<file path="src/rtl/txstat_pkg.sv">
package txstat_pkg;
    parameter int unsigned NUM_CTR = 4;
    parameter int unsigned CTR_W   = 4;

    typedef enum logic {
        ST_QUIET  = 1'b0,
        ST_ROLLED = 1'b1
    } roll_state_e;
endpackage

</file>
<file path="src/rtl/txstat_nibble_ctr.sv">
module txstat_nibble_ctr #(
    parameter int unsigned W = 4
) (
    input  logic         clk,
    input  logic         rst_n,
    input  logic         ev,
    input  logic         clr,
    output logic [W-1:0] count,
    output logic         wrap
);
    localparam logic [W-1:0] CMAX = {W{1'b1}};

    logic [W-1:0] base;

    always_comb begin
        base = clr ? '0 : count;
        wrap = ev && !clr && (count == CMAX);
    end

    always_ff @(posedge clk) begin
        if (!rst_n) begin
            count <= '0;
        end else begin
            count <= base + {{(W-1){1'b0}}, ev};
        end
    end

    // an idle cycle without read leaves the count alone
    assert_hold_R2: assert property (@(posedge clk) disable iff (!rst_n)
        (!ev && !clr) |=> $stable(count));
    // a pulse without read steps the count by one below the top
    assert_step_R2: assert property (@(posedge clk) disable iff (!rst_n)
        (ev && !clr && count != CMAX) |=> (count == $past(count) + 1'b1));
    // a pulse at the top value returns to zero
    assert_wrap_zero_R4: assert property (@(posedge clk) disable iff (!rst_n)
        (ev && !clr && count == CMAX) |=> (count == '0));
    // a read with a pulse leaves exactly one
    assert_read_count_R8: assert property (@(posedge clk) disable iff (!rst_n)
        (clr && ev) |=> (count == {{(W-1){1'b0}}, 1'b1}));
    // a read without a pulse leaves zero
    assert_read_clear_R7: assert property (@(posedge clk) disable iff (!rst_n)
        (clr && !ev) |=> (count == '0));
endmodule

</file>
<file path="src/rtl/txstat_roll_fsm.sv">
module txstat_roll_fsm
    import txstat_pkg::*;
(
    input  logic clk,
    input  logic rst_n,
    input  logic any_wrap,
    input  logic host_rd,
    input  logic irq_en,
    output logic flag,
    output logic irq
);
    roll_state_e state, state_nx;

    always_comb begin
        state_nx = state;
        unique case (state)
            ST_QUIET:  if (any_wrap) state_nx = ST_ROLLED;
            ST_ROLLED: if (host_rd && !any_wrap) state_nx = ST_QUIET;
            default:   state_nx = ST_QUIET;
        endcase
    end

    always_ff @(posedge clk) begin
        if (!rst_n) state <= ST_QUIET;
        else        state <= state_nx;
    end

    always_comb begin
        flag = (state == ST_ROLLED);
        irq  = flag && irq_en;
    end

    // any wrap sets the flag on the same edge
    assert_wrap_sets_R4: assert property (@(posedge clk) disable iff (!rst_n)
        any_wrap |=> flag);
    // the flag persists until a read
    assert_sticky_R5: assert property (@(posedge clk) disable iff (!rst_n)
        (flag && !host_rd) |=> flag);
    // a read drops the flag (no wrap can coincide with a read)
    assert_read_drops_R7: assert property (@(posedge clk) disable iff (!rst_n)
        host_rd |=> !flag);
endmodule

</file>
<file path="src/rtl/txstat_counters.sv">
module txstat_counters
    import txstat_pkg::*;
#(
    parameter int unsigned N_CTR = NUM_CTR,
    parameter int unsigned C_W   = CTR_W
) (
    input  logic                 clk,
    input  logic                 rst_n,
    input  logic [N_CTR-1:0]     evt_pulse,
    input  logic                 host_rd,
    input  logic                 roll_irq_en,
    output logic [N_CTR*C_W-1:0] stat_word,
    output logic                 roll_flag,
    output logic                 roll_irq
);
    localparam int unsigned WORD_W = N_CTR * C_W;

    logic [N_CTR-1:0] wrap_vec;

    for (genvar g = 0; g < N_CTR; g++) begin : g_ctr
        txstat_nibble_ctr #(.W(C_W)) u_ctr (
            .clk   (clk),
            .rst_n (rst_n),
            .ev    (evt_pulse[g]),
            .clr   (host_rd),
            .count (stat_word[g*C_W +: C_W]),
            .wrap  (wrap_vec[g])
        );
    end

    txstat_roll_fsm u_fsm (
        .clk      (clk),
        .rst_n    (rst_n),
        .any_wrap (|wrap_vec),
        .host_rd  (host_rd),
        .irq_en   (roll_irq_en),
        .flag     (roll_flag),
        .irq      (roll_irq)
    );

    // no interrupt while disabled
    assert_irq_gate_R6: assert property (@(posedge clk) disable iff (!rst_n)
        !roll_irq_en |-> !roll_irq);
    // interrupt implies the flag
    assert_irq_flag_R6: assert property (@(posedge clk) disable iff (!rst_n)
        roll_irq |-> roll_flag);
    // the cycle after reset the word is zero
    assert_reset_word_R1: assert property (@(posedge clk)
        !rst_n |=> (stat_word == '0 && !roll_flag));
    // a read cycle never produces a wrap
    assert_no_wrap_on_read_R9: assert property (@(posedge clk) disable iff (!rst_n)
        host_rd |-> (wrap_vec == '0));
    if (WORD_W == 0) begin : g_bad
        initial $display("txstat_counters: empty word");
    end
endmodule

</file>
<file path="config.mk">
export PLATFORM = sky130hd
export DESIGN_NAME = txstat_counters
export DESIGN_NICKNAME = d
export VERILOG_FILES = /design/src/rtl/txstat_pkg.sv /design/src/rtl/txstat_nibble_ctr.sv /design/src/rtl/txstat_roll_fsm.sv /design/src/rtl/txstat_counters.sv
export SDC_FILE = /design/constraint.sdc
export NUM_CORES = 1
export LEC_CHECK = 0
export ABC_CLOCK_PERIOD_IN_PS = 1300
export BUFFER_PORTS_ARGS = -buffer_cell sky130_fd_sc_hd__buf_2
export CORE_UTILIZATION = 43
export CTS_CLUSTER_DIAMETER = 40
export DETAILED_ROUTE_END_ITERATION = 10
export PLACE_DENSITY_LB_ADDON = 0.1
export SYNTH_ARGS = -nofsm -noshare
export SYNTH_HDL_FRONTEND = slang
export SYNTH_SLANG_ARGS = --single-unit
</file>
<file path="constraint.sdc">
create_clock -name clk -period 1.3 [get_ports clk]
set_clock_uncertainty 0.1 [all_clocks]
set_input_delay 0.065 -clock clk [delete_from_list [all_inputs] [get_ports clk]]
set_output_delay 0.065 -clock clk [all_outputs]
set_load 0.02 [all_outputs]
</file>
==> summary by stage, run 1 <==
Status
The flow ran to the end, and the final reports show no timing, DRC or antenna violations.

Place
The total of buffers placed on input and output ports is 25. The number of placed cells counting well taps is between 100 and 150. After legalization and detailed placement, the total HPWL measured between 1 and 1.5 mm. The final estimated routing congestion in global placement is between 0.7 and 0.8. OpenSTA, run right after detailed placement, puts the worst setup slack at -0.006700 ns.

Synth
Counting flops and latches in the post-synthesis netlist gives 17. In the post-synthesis netlist, the biggest area contributors are dfxtp_1 (43%), ha_1 (13%), and2_1 (10%). The most common cell in the synthesized netlist is dfxtp_1.

The number of enable flip-flop cells after synthesis is 0. The count of cell types in the netlist is 16. Sorting the synthesized cells by how often they occur yields dfxtp_1 (17), and2_1 (13), ha_1 (8), nor2b_1 (8), nor2_1 (6).

The cell area after synthesis is a little under 800 um^2. When the netlist entered floorplanning its net count stood at 95. Sequential cells were found to cover ~43% of the synthesized design area.

A synthesized cell averages 9.946 um^2. For this run, asynchronously set or reset flops after synthesis account for 0%. The fraction of synthesized cell area taken by the top area cell type is between 40% and 50%. Counting every instance in the synthesized netlist gives 79. For this run, the number of Yosys warnings is 0.

The cell taking the most area after synthesis is dfxtp_1. In the synthesized netlist the dominant register cell turns out to be dfxtp_1.

Clock tree
The clock insertion delay at the later pin of the skew report is between 0.2 and 0.3 ns. In this run the number of H-tree levels came out at 1. The number of buffers created by CTS is 3.

The TritonCTS clock tree is done. Clock-pin slew was measured on the worst setup and hold paths at 0.10 ns. The tree is rooted in a clkbuf_4.

The clock net in this run drives a total of 17 sinks. The clock passes through at most 2 buffers.

Power and ir drop
The highest ir drop seen on vdd is between 0.5 and 0.6 mV. Summed over all cells, the static leakage comes to roughly 0.49 nW. For this design the ratio of total power to cell area is 837.7 mW/mm^2.

Setup path
Broken down by cell family, the worst path's largest delay share belongs to adder cells. The critical path contains buffers and inverters numbering 0 combined. The worst setup path startpoint is g_ctr[3].u_ctr.count[0]. At the worst endpoint, the arrival time is 1.36 ns. The depth of the worst register-to-register path is 5. The start of the worst register-to-register path is g_ctr[3].u_ctr.count[0]. The critical path ends at g_ctr[3].u_ctr.count[2]. Traced cell by cell, the critical path runs through nor2b_4 > ha_2 > ha_4 > xnor2_1 > and2_1. The maximum net fanout on the critical path is 3. The worst stage delay on the critical path is between 0.3 and 0.4 ns. STA puts the critical path data required time at 1.39 ns.

The setup check on the worst reg-to-reg path leaves a slack of 0.03 ns. The endpoint of the worst register-to-register path is g_ctr[3].u_ctr.count[2]. The worst setup path is captured at a flop. In this run the number of cells on the critical path is 5.

The kind of launch point of the worst setup path is a flop. The slowest stage of the critical path is the dfxtp_2 cell. The critical path is of the flop to flop type.

Timing
The final worst-path setup slack is roughly 0.029 ns. Timing would allow up to 786.8 MHz. The final critical-path required period is between 1 and 1.5 ns. The worst path uses a little over nine tenths of the clock period. The summed negative setup slack over all endpoints is 0 ns. The final number of setup-violating endpoints is 0. The relative slew slack is about three quarters. The number of slew-limit violations in the final report is 0. The transition time of the tightest slew-check pin is ~0.37 ns. The number of hold violations in the final report is 0.

Routing
The first detailed-routing pass took 4 iterations. The count of nets left with antenna violations after detail routing is 0. After detailed routing, the number of remaining DRC violations is 0.

Summed over all layers, the routed wires come to 1.575 mm. The total via count after detailed routing is 646. After detailed routing, the average wire length per cell comes to roughly 12 um. The average vias per placed instance is between 4 and 5. The detailed router finished its first iteration with 4 violations.

Layout
After filler insertion, the fill cell instance count of the layout stands at around 160. Summing all multi-input logic gate instances after layout gives 573.1 um^2. The total inserted antenna cells is 0.

The storage element area is about 350 um^2. Compared with the post-synthesis result, the final layout area differs by 43.63%. The net count reported at finish is 126. Of the cells placed in the final design, the portion with a size suffix greater than 1 is 47.71%.

The count of placed standard cells in the final layout, fillers left out is ~130.

Floorplanning
Measured along the x axis, the die boundary spans 44.75 um. The die footprint is about 0.002 mm^2. The die boundary height is roughly 45 um. The I/O pin count is 26. The initial utilization of the core area, before any placement, comes to 45.51%. The number of placement rows is 15. After floorplanning, the core was sized to cover approximately 0.0017 mm^2.

Flow run
Across the run, the number of max-cap violations was 0.

Worst hold path
The path class of the tightest hold or removal check is primary input to flop. The cell depth of the worst hold path is 2.

Global route
The initial antenna violation count came to 0. The number of global-route vias before repair is about 480. Entering global routing, the biggest net connects 15 pins. The all-layer global routing usage is between 10% and 20%. The overflow left after global routing is 0.

The first global-routing pass estimated between 2 and 2.5 mm of wire.
==> how the worst min path moves through the flow <==
stage               startpoint                 endpoint  slack [ns]
CTS                      rst_n               u_fsm.flag        0.02
global route             rst_n               u_fsm.flag       0.002
detailed placement       rst_n               u_fsm.flag        0.33
finish                   rst_n               u_fsm.flag        0.02
global placement         rst_n               u_fsm.flag        0.33
floorplan                rst_n  g_ctr[2].u_ctr.count[0]        0.09
==> worst register-to-register path, stage by stage, from the launching register on <==
cell	delay (ns)
dfxtp_2	0.34
nor2b_4	0.12
ha_2	0.21
ha_4	0.15
xnor2_1	0.10
and2_1	0.15
==> cells in the final DEF, fill, tap and decap left out, drive strengths merged <==
| cell type | count |
|---|---|
| a31oi | 1 |
| and2 | 13 |
| and3 | 1 |
| buf | 28 |
| clkbuf | 3 |
| clkinv | 1 |
| dfxtp | 17 |
| ha | 8 |
| nand2b | 5 |
| nand3 | 4 |
| nand4 | 3 |
| nor2 | 6 |
| nor2b | 8 |
| nor3b | 2 |
| o41a | 1 |
| xnor2 | 4 |
| xor2 | 4 |
==> sequential cells by signal, indices dropped and copies added (netlist names) <==
register and flops:
g_ctr.u_ctr.count 16, u_fsm.flag 1
==> kinds of logic after synthesis <==
family                   synth area share [%]
AO/OA/AOI/OAI                           2.230
buffers and inverters                  0.9558
XOR/XNOR                                8.916
AND/OR/NAND/NOR                         31.85
flip-flops                              43.31
adder cells (fa/ha/maj)                 12.74
==> final cells by class <==
| class | instances | area share (%) |
|---|---|---|
| clock buffers | 3 | 1.996 |
| clock inverters | 1 | 0.4435 |
| multi-input cells | 60 | 50.78 |
| flip-flops and latches | 17 | 30.93 |
| well taps | 25 | 2.772 |
| repair buffers | 28 | 13.08 |
==> power by group <==
part	internal [mW]	leakage, nW	switching (mW)	total [mW]
clock	0.114	0.0177	0.171	0.285
combinational	0.0545	0.334	0.0618	0.116
sequential	0.534	0.140	0.00994	0.544
==> stage by stage <==
step | utilization [%] | power [mW] | hold WS [ns] | instance area [um^2]
2_1_floorplan | - | 0.6076 | 0.08664 | 804.5
3_3_place_gp | 56.09 | 0.6443 | 0.3291 | 968.4
3_5_place_dp | 56.09 | 0.6473 | 0.3312 | 968.4
4_1_cts | 57.68 | 0.9327 | 0.01586 | 996.0
5_1_grt | 65.36 | 1.006 | 0.001520 | 1129
6_report | 65.36 | 0.9454 | 0.01691 | 1129
==> layer usage <==
metal | share of wire [%] | track usage [%]
met1 | 48 | 20.50
met2 | 45 | 22.06
met3 | 5.5 | 4.800
met4 | 0.89 | 9.091
met5 | 0 | 0
==> what timing repair did <==
action                                  CTS  global route
gates resized for setup                   0            21
hold buffers                              0             0
setup buffers                             0             1
gates cloned                              0             0
pin swaps                                 3             5
endpoints found under the setup margin    1             5
Power figures use the tool's default switching activity.
==> inputs of run 2 (changes only) <==
--- a/config.mk
+++ b/config.mk
@@ -11,6 +11,8 @@
 export CTS_CLUSTER_DIAMETER = 40
 export DETAILED_ROUTE_END_ITERATION = 10
 export PLACE_DENSITY_LB_ADDON = 0.1
+export SETUP_SLACK_MARGIN = 0.3
+export SLEW_MARGIN = 20
 export SYNTH_ARGS = -nofsm -noshare
 export SYNTH_HDL_FRONTEND = slang
 export SYNTH_SLANG_ARGS = --single-unit
==> summary by stage, run 2 (synthesized netlist as in run 1, its figures left out) <==
Status
Run status: completed (unchanged).

Setup path
The kind of launch point of the worst setup path is a flop (unchanged). Cell breakdown of the critical path: buf_4 > nand4_1 > nor3b_2 > o41a_1 (was nor2b_4 > ha_2 > ha_4 > xnor2_1 > and2_1). The standard cell with the maximum stage delay on the critical path was o41a_1 (was dfxtp_2).

The required time at the worst-slack endpoint is 1.40 ns (was 1.39 ns). The dominant delay contributor by cell family on the critical path is compound AO/OA/AOI/OAI gates (was adder cells). The arrival time at the worst endpoint is 1.36 ns (about the same). The kind of critical path is flop to flop (unchanged). The number of buffers and inverters on the critical path is 1 (was 0). The setup slack on the worst flop-to-flop path was 0.03 ns (about the same).

The depth of the worst register-to-register path was 4 (was 5). The worst stage delay on the critical path is 0.43 ns (was 0.34 ns). The maximum net fanout on the critical path is 2 (was 3). The endpoint of the worst register-to-register path is u_fsm.flag (was g_ctr[3].u_ctr.count[2]). The endpoint class of the critical path is a flop (unchanged). The start of the worst register-to-register path is g_ctr[1].u_ctr.count[0] (was g_ctr[3].u_ctr.count[0]).

Clock tree
The TritonCTS clock tree is done (unchanged). The clock insertion delay at the later pin of the skew report is 0.30 ns (was 0.29 ns). The root buffer cell is clkbuf_4 (unchanged). The count of hold buffers inserted by post-cts repair is 0 (unchanged). The clock slew at the register clock pins of the worst setup and hold paths is 0.11 ns (was 0.10 ns). The number of buffers created by CTS came to 3 (unchanged). The number of H-tree levels is 1 (unchanged). The sink count of the clock tree is 17 (unchanged). The buffer depth of the longest clock path came to 2 (unchanged).

Layout
Highest-count cells in the layout ignoring fill and taps: buf_6 (16), dfxtp_2 (10), buf_4 (10) (was buf_2 (25), and2_1 (13), dfxtp_1 (12)). The most common cell after layout, fill and taps aside is buf_6 (was buf_2). The area added between synthesis and finish is 69.75% (was 43.63%). The post-route standard cell area excluding fillers came to 0.001334 mm^2 (was 0.001129 mm^2). The proportion of layout cells with a drive suffix above 1 came to 67.54% (was 47.71%). The total inserted antenna cells came to 0 (unchanged). The number of flip-flops under the largest register name is 16 (unchanged).

The storage element area is 379.1 um^2 (was 349.1 um^2). The register bank with the most flops was g_ctr.u_ctr.count (unchanged). The filler cell count in the final layout was 114 (was 157).

The net count reported at finish is 131 (was 126). The share of the core filled with cells in the final layout is 77.25% (was 65.36%). The multi-input gate area in the final layout is 605.6 um^2 (was 573.1 um^2). The count of placed standard cells in the final layout, fillers left out is 139 (was 134).

Timing
The worst hold slack after final layout was 0.01246 ns (was 0.01691 ns). The final number of setup-violating endpoints is 0 (unchanged). The final critical-path required period was 1.267 ns (was 1.271 ns). The summed negative setup slack over all endpoints was 0 ns (unchanged). The number of hold violations in the final report is 0 (unchanged). The relative slew slack is 75.68% (was 75.66%). Setup repair after global routing could not meet its margin everywhere. The peak clock frequency supported by timing was 789.3 MHz (was 786.8 MHz). The transition time of the tightest slew-check pin is 0.3648 ns (was 0.3651 ns). The number of slew-limit violations in the final report is 0 (unchanged). The share of the clock period used by the worst path after layout is 97.46% (was 97.77%).

Power and ir drop
The switching part of the total was 26.38% (was 25.64%). The power per standard cell area was 745.0 mW/mm^2 (was 837.7 mW/mm^2). The sequential group share of total power came to 54.2% (was 57.6%). The combinational share of power came to 16.3% (was 12.3%). The static leakage is 0.5377 nW (was 0.4921 nW). The total internal power is 731.6 uW (was 703.0 uW). The highest ir drop seen on vdd is 0.7757 mV (was 0.5393 mV).

The net load switching power was 262.1 uW (was 242.4 uW). The clock share of power was 29.6% (was 30.1%).

Place
The final estimated routing congestion in global placement is 0.7539 (was 0.7429). The total of buffers placed on input and output ports was 25 (unchanged). The instance area after placement was 0.001033 mm^2 (was 968.4 um^2). The number of placed cells counting well taps is 129 (unchanged). The HPWL after detailed placement is 1.156 mm (was 1.058 mm).

Global route
The initial antenna violation count is 0 (unchanged). The wire length of the first global-routing pass is 2.539 mm (was 2.159 mm). The maximum number of pins on one net before global-route repair is 15 (unchanged). The overflow left after global routing came to 0 (unchanged). The all-layer global routing usage is 17.87% (was 15.46%). The number of global-route vias before repair is 590 (was 477).

Routing
The DRC violation count after routing is 0 (unchanged). The number of iterations in the first detailed-routing pass is 2 (was 4). The average vias per placed instance was 4.863 (was 4.821).

The sum of routed wire length over all layers is 1.738 mm (was 1.575 mm). The violation count after the first detailed-route iteration is 7 (was 4). The final routed wire length divided by cell count is 12.50 um (was 11.75 um).

The count of nets left with antenna violations after detail routing is 0 (unchanged). The total via count after detailed routing is 676 (was 646).

Flow run
The max-cap check violation count is 0 (unchanged).

Worst hold path
The cell depth of the worst hold path came to 2 (unchanged). The hold-critical path endpoint is u_fsm.flag (unchanged). The startpoint of the worst hold path is rst_n (unchanged). The path category of the worst min-delay check is primary input to flop (unchanged).

Floorplanning
The initial core utilization is 45.51% (unchanged). The x dimension of the die is 44.75 um (unchanged). The placeable core region is 0.001727 mm^2 (unchanged). The number of placement rows is 15 (unchanged). The I/O pin count is 26 (unchanged). The die boundary height is 44.75 um (unchanged). The die footprint came to 0.002002 mm^2 (unchanged).
## run 2: through the flow
stage / setup WS [ns] / power, mW
3_3_place_gp: 0.02798 / 0.6472
3_5_place_dp: 0.008053 / 0.6511
5_1_grt: 0.006998 / 1.050
2_1_floorplan: 0.006854 / 0.6097
6_report: 0.03298 / 0.9937
4_1_cts: 0.03654 / 0.9786
## run 2: cell type report
class | count | area share [%]
Clock inverter | 1 | 0.3752
Tap cell | 25 | 2.345
Clock buffer | 3 | 1.689
Timing Repair Buffer | 33 | 21.76
Sequential cell | 17 | 28.42
Multi-Input combinational cell | 60 | 45.40
## run 2: metal layers
metal | up-vias | routed length, um | track usage, %
li1 | 331 | - | -
met1 | 327 | 754 | 20.40
met2 | 16 | 916 | 31.47
met3 | 2 | 59 | 7.200
met4 | 0 | 7 | 3.636
met5 | - | 0 | 0
## run 2: worst max path at each step
stage	startpoint	endpoint	slack [ns]	cells past startpoint
2_1_floorplan	g_ctr[1].u_ctr.count[0]	g_ctr[1].u_ctr.count[2]	0.007	5
3_3_place_gp	g_ctr[2].u_ctr.count[0]	g_ctr[2].u_ctr.count[2]	0.03	5
3_5_place_dp	g_ctr[2].u_ctr.count[0]	g_ctr[2].u_ctr.count[2]	0.008	5
4_1_cts	g_ctr[2].u_ctr.count[0]	g_ctr[2].u_ctr.count[2]	0.04	5
5_1_grt	g_ctr[2].u_ctr.count[0]	g_ctr[2].u_ctr.count[2]	0.007	5
6_report	g_ctr[1].u_ctr.count[0]	u_fsm.flag	0.03	4
## run 2: what timing repair did
action | 4_1_cts | 5_1_grt
gates cloned | 0 | 0
setup buffers | 3 | 3
gates resized for setup | 32 | 34
pin swaps | 11 | 4
endpoints found under the setup margin | 31 | 35
## run 2: worst register-to-register path, delay by kind of cell (launching register included)
kind                   cells  cell delay (ns)
AND/OR/NAND/NOR            2             0.16
flip-flops                 1             0.35
buffers and inverters      1             0.13
AO/OA/AOI/OAI              1             0.43
## run 2: power groups by stage
stage	combinational [mW]	clock (mW)	sequential [mW]
floorplan	0.0410	0	0.569
detailed placement	0.0987	0	0.552
global route	0.176	0.334	0.540
finish	0.162	0.294	0.538
global placement	0.0957	0	0.552
CTS	0.134	0.304	0.541
==> inputs of run 3 (changes only) <==
--- a/config.mk
+++ b/config.mk
@@ -15,4 +15,5 @@
 export SLEW_MARGIN = 20
 export SYNTH_ARGS = -nofsm -noshare
 export SYNTH_HDL_FRONTEND = slang
+export SYNTH_HIERARCHICAL = 1
 export SYNTH_SLANG_ARGS = --single-unit
==> summary by stage, run 3 <==
Layout
The total inserted antenna cells is 0 (unchanged). The post-route standard cell area excluding fillers is 0.001323 mm^2 (was 0.001334 mm^2). The proportion of layout cells with a drive suffix above 1 is 63.56% (was 67.54%). The share of the core filled with cells in the final layout is 75.77% (was 77.25%).

Highest-count cells in the layout ignoring fill and taps: buf_6 (20), and2_1 (12), dfxtp_2 (11), buf_2 (11) (was buf_6 (16), dfxtp_2 (10), buf_4 (10)). The number of flip-flops under the largest register name is 16 (unchanged). The area added between synthesis and finish came to 64.90% (was 69.75%). The most common cell after layout, fill and taps aside was buf_6 (unchanged).

The register bank with the most flops is g_ctr.u_ctr/count (was g_ctr.u_ctr.count). The net count reported at finish was 135 (was 131).

Power and ir drop
The combinational share of power came to 13.6% (was 16.3%). The highest ir drop seen on vdd came to 0.4733 mV (was 0.7757 mV). The total power consumption of the routed design is 943.6 uW (was 993.7 uW). The switching part of the total is 24.36% (was 26.38%). The total internal power is 713.8 uW (was 731.6 uW). The net load switching power is 229.8 uW (was 262.1 uW). The power per standard cell area came to 713.5 mW/mm^2 (was 745.0 mW/mm^2). The sequential group share of total power is 57.3% (was 54.2%). The static leakage is 0.5305 nW (was 0.5377 nW). The clock share of power is 29.1% (was 29.6%).

Floorplanning
The die footprint was 0.002042 mm^2 (was 0.002002 mm^2). The die boundary height is 45.19 um (was 44.75 um). The I/O pin count came to 26 (unchanged). The initial core utilization is 45.95% (was 45.51%). The x dimension of the die is 45.19 um (was 44.75 um). The number of placement rows came to 15 (unchanged).

The placeable core region is 0.001745 mm^2 (was 0.001727 mm^2).

Synth
The proportion of synthesized chip area in sequential cells is 42.43% (was 43.31%). The fraction of synthesized cell area taken by the top area cell type was 42.43% (was 43.31%). The synthesis-stage register bit count is 17 (unchanged). The number of enable flip-flop cells after synthesis is 0 (unchanged). The most frequent cell after synthesis was dfxtp_1 (unchanged).

The cell taking the most area after synthesis is dfxtp_1 (unchanged). The mean instance size in the synthesized netlist is 10.42 um^2 (was 9.946 um^2). The count of cell types in the netlist is 14 (was 16). The async set-reset flop share out of synthesis is 0% (unchanged). The number of instances in the synthesized netlist was 77 (was 79). Synth top cells by count: dfxtp_1 (17), and2_1 (12), ha_1 (8), nor2b_1 (8), nor3b_1 (8) (was dfxtp_1 (17), and2_1 (13), ha_1 (8), nor2b_1 (8), nor2_1 (6)). The post-synthesis net count is 93 (was 95). The cell area after synthesis is 802.0 um^2 (was 785.8 um^2). The total number of yosys warnings is 6 (was 0). Synth area leaders: dfxtp_1 (42%), ha_1 (12%), and2_1 (9.4%) (was dfxtp_1 (43%), ha_1 (13%), and2_1 (10%)). The commonest register cell after synthesis is dfxtp_1 (unchanged).

Place
The instance area after placement was 0.001137 mm^2 (was 0.001033 mm^2). The worst slack at placement was -0.05762 ns (was 0.008053 ns). The total of buffers placed on input and output ports is 25 (unchanged). The HPWL after detailed placement is 1.238 mm (was 1.156 mm).

The final estimated routing congestion in global placement is 0.7742 (was 0.7539).

Clock tree
The buffer depth of the longest clock path is 2 (unchanged). The clock insertion delay at the later pin of the skew report is 0.28 ns (was 0.30 ns). The number of buffers created by CTS is 3 (unchanged).

The sink count of the clock tree came to 17 (unchanged). The TritonCTS clock tree is done (unchanged). The clock slew at the register clock pins of the worst setup and hold paths was 0.10 ns (was 0.11 ns). The number of H-tree levels was 1 (unchanged). The count of hold buffers inserted by post-cts repair is 0 (unchanged). The root buffer cell is clkbuf_4 (unchanged).

Routing
The DRC violation count after routing is 0 (unchanged). The total via count after detailed routing is 696 (was 676). The count of nets left with antenna violations after detail routing is 0 (unchanged). The number of iterations in the first detailed-routing pass is 2 (unchanged). The sum of routed wire length over all layers is 1.725 mm (was 1.738 mm). The average vias per placed instance is 4.867 (was 4.863). The final routed wire length divided by cell count is 12.06 um (was 12.50 um). The violation count after the first detailed-route iteration is 8 (was 7).

Timing
The final critical-path required period is 1.386 ns (was 1.267 ns). The transition time of the tightest slew-check pin is 0.2575 ns (was 0.3648 ns). The share of the clock period used by the worst path after layout is 106.6% (was 97.46%). The final number of setup-violating endpoints is 3 (was 0).

Setup repair after global routing missed its margin: true (unchanged). The final worst-path setup slack is -0.08603 ns (was 0.03298 ns). The number of hold violations in the final report was 0 (unchanged). The number of slew-limit violations in the final report was 0 (unchanged). The relative slew slack came to 82.83% (was 75.68%). The peak clock frequency supported by timing is 721.5 MHz (was 789.3 MHz).

Setup path
The kind of critical path is flop to flop (unchanged). The endpoint class of the critical path is a flop (unchanged). The worst setup path endpoint is u_fsm/flag (was u_fsm.flag). The start of the worst register-to-register path was g_ctr[1].u_ctr/count[0] (was g_ctr[1].u_ctr.count[0]). The worst setup path startpoint is g_ctr[1].u_ctr/count[0] (was g_ctr[1].u_ctr.count[0]).

The endpoint of the worst register-to-register path is u_fsm/flag (was u_fsm.flag). The kind of launch point of the worst setup path is a flop (unchanged). The required time at the worst-slack endpoint is 1.39 ns (was 1.40 ns). The arrival time at the worst endpoint came to 1.47 ns (was 1.36 ns). The setup slack on the worst flop-to-flop path came to -0.09 ns (was 0.03 ns). The maximum net fanout on the critical path is 3 (was 2). The depth of the worst register-to-register path was 3 (was 4).

Flow run
The max-cap check violation count is 0 (unchanged).

Status
The checks that failed: negative setup slack. Run status: complete, but fails checks (was completed).

Global route
The overflow left after global routing came to 0 (unchanged). The all-layer global routing usage is 20.59% (was 17.87%). The wire length of the first global-routing pass is 2.918 mm (was 2.539 mm). The initial antenna violation count was 0 (unchanged). The maximum number of pins on one net before global-route repair is 18 (was 15). The number of global-route vias before repair is 668 (was 590).

Worst hold path
The path category of the worst min-delay check is primary input to flop (unchanged). The startpoint of the worst hold path is evt_pulse[2] (was rst_n).
-- run 3: cell types whose count changed in the layout (fill, tap and decap cells not counted), moves of 2 or more --
cell / change
nor2b_2: +4
nor2b_4: -3
and2_1: +5
nor3b_1: +5
dfxtp_4: -2
ha_2: +3
buf_4: -4
ha_4: -3
nor2_1: -6
buf_2: +4
buf_6: +4
and2_4: -6
-- run 3: worst max-delay path, cell delays in order, from the launching register on --
cell     delay, ns
dfxtp_4       0.36
nor3b_1       0.12
or4_1         0.53
o21a_1        0.18
-- run 3: routing by layer --
metal,global-route usage (%),part of all wire (%),vias up
li1,-,-,349
met1,24.75,45,328
met2,34.78,50,17
met3,3.600,4.3,2
met4,10.91,1.5,0
met5,0,0,-
-- run 3: timing repair --
item                                    in CTS  in global routing
gates resized for setup                     35                 11
endpoints found under the setup margin      28                 33
pin swaps                                    6                  3
buffers inserted                             1                  0
-- run 3: power groups by stage --
stage / combinational, mW / clock (mW) / sequential [mW]
after global routing: 0.140 / 0.317 / 0.543
after global placement: 0.108 / 0 / 0.551
after floorplan: 0.0364 / 0 / 0.569
final: 0.128 / 0.275 / 0.540
after detailed placement: 0.110 / 0 / 0.552
after CTS: 0.125 / 0.283 / 0.540
-- run 3: area by class of cell --
cell class,instances,area [um^2]
Clock buffer,4,26.28
Fill cell,129,422.9
Multi-Input combinational cell,60,566.8
Sequential cell,17,372.9
Tap cell,25,31.28
Timing Repair Buffer,37,325.3
-- run 3: worst min path at each step --
| stage | to | depth (start not counted) | slack (ns) |
|---|---|---|---|
| 3_5_place_dp | g_ctr[2].u_ctr/count[0] | 3 | 0.32 |
| 2_1_floorplan | g_ctr[1].u_ctr/count[3] | 1 | 0.03 |
| 3_3_place_gp | g_ctr[2].u_ctr/count[0] | 3 | 0.31 |
| 4_1_cts | u_fsm/flag | 2 | 0.04 |
| 6_report | g_ctr[2].u_ctr/count[0] | 3 | 0.03 |
| 5_1_grt | u_fsm/flag | 2 | 0.03 |
-- run 3: kinds of logic (layout without fill, tap and decap cells) --
kind of cell	count (synthesis)	after routing	synth area share, %
buf+inv	0	41	0
simple gates	43	43	35.41
fa+ha+maj	8	8	12.48
flops	17	17	42.43
compound gates	1	1	0.9364
xor+xnor	8	8	8.735
-- run 3: stage by stage --
step	instances	TNS [ns]	hold WS (ns)
floorplan	77	-0.05966	0.03130
global placement	138	-0.04199	0.3147
detailed placement	138	-0.07945	0.3200
CTS	143	-0.1334	0.03706
global route	143	-0.4738	0.03076
finish	143	-0.09835	0.03421
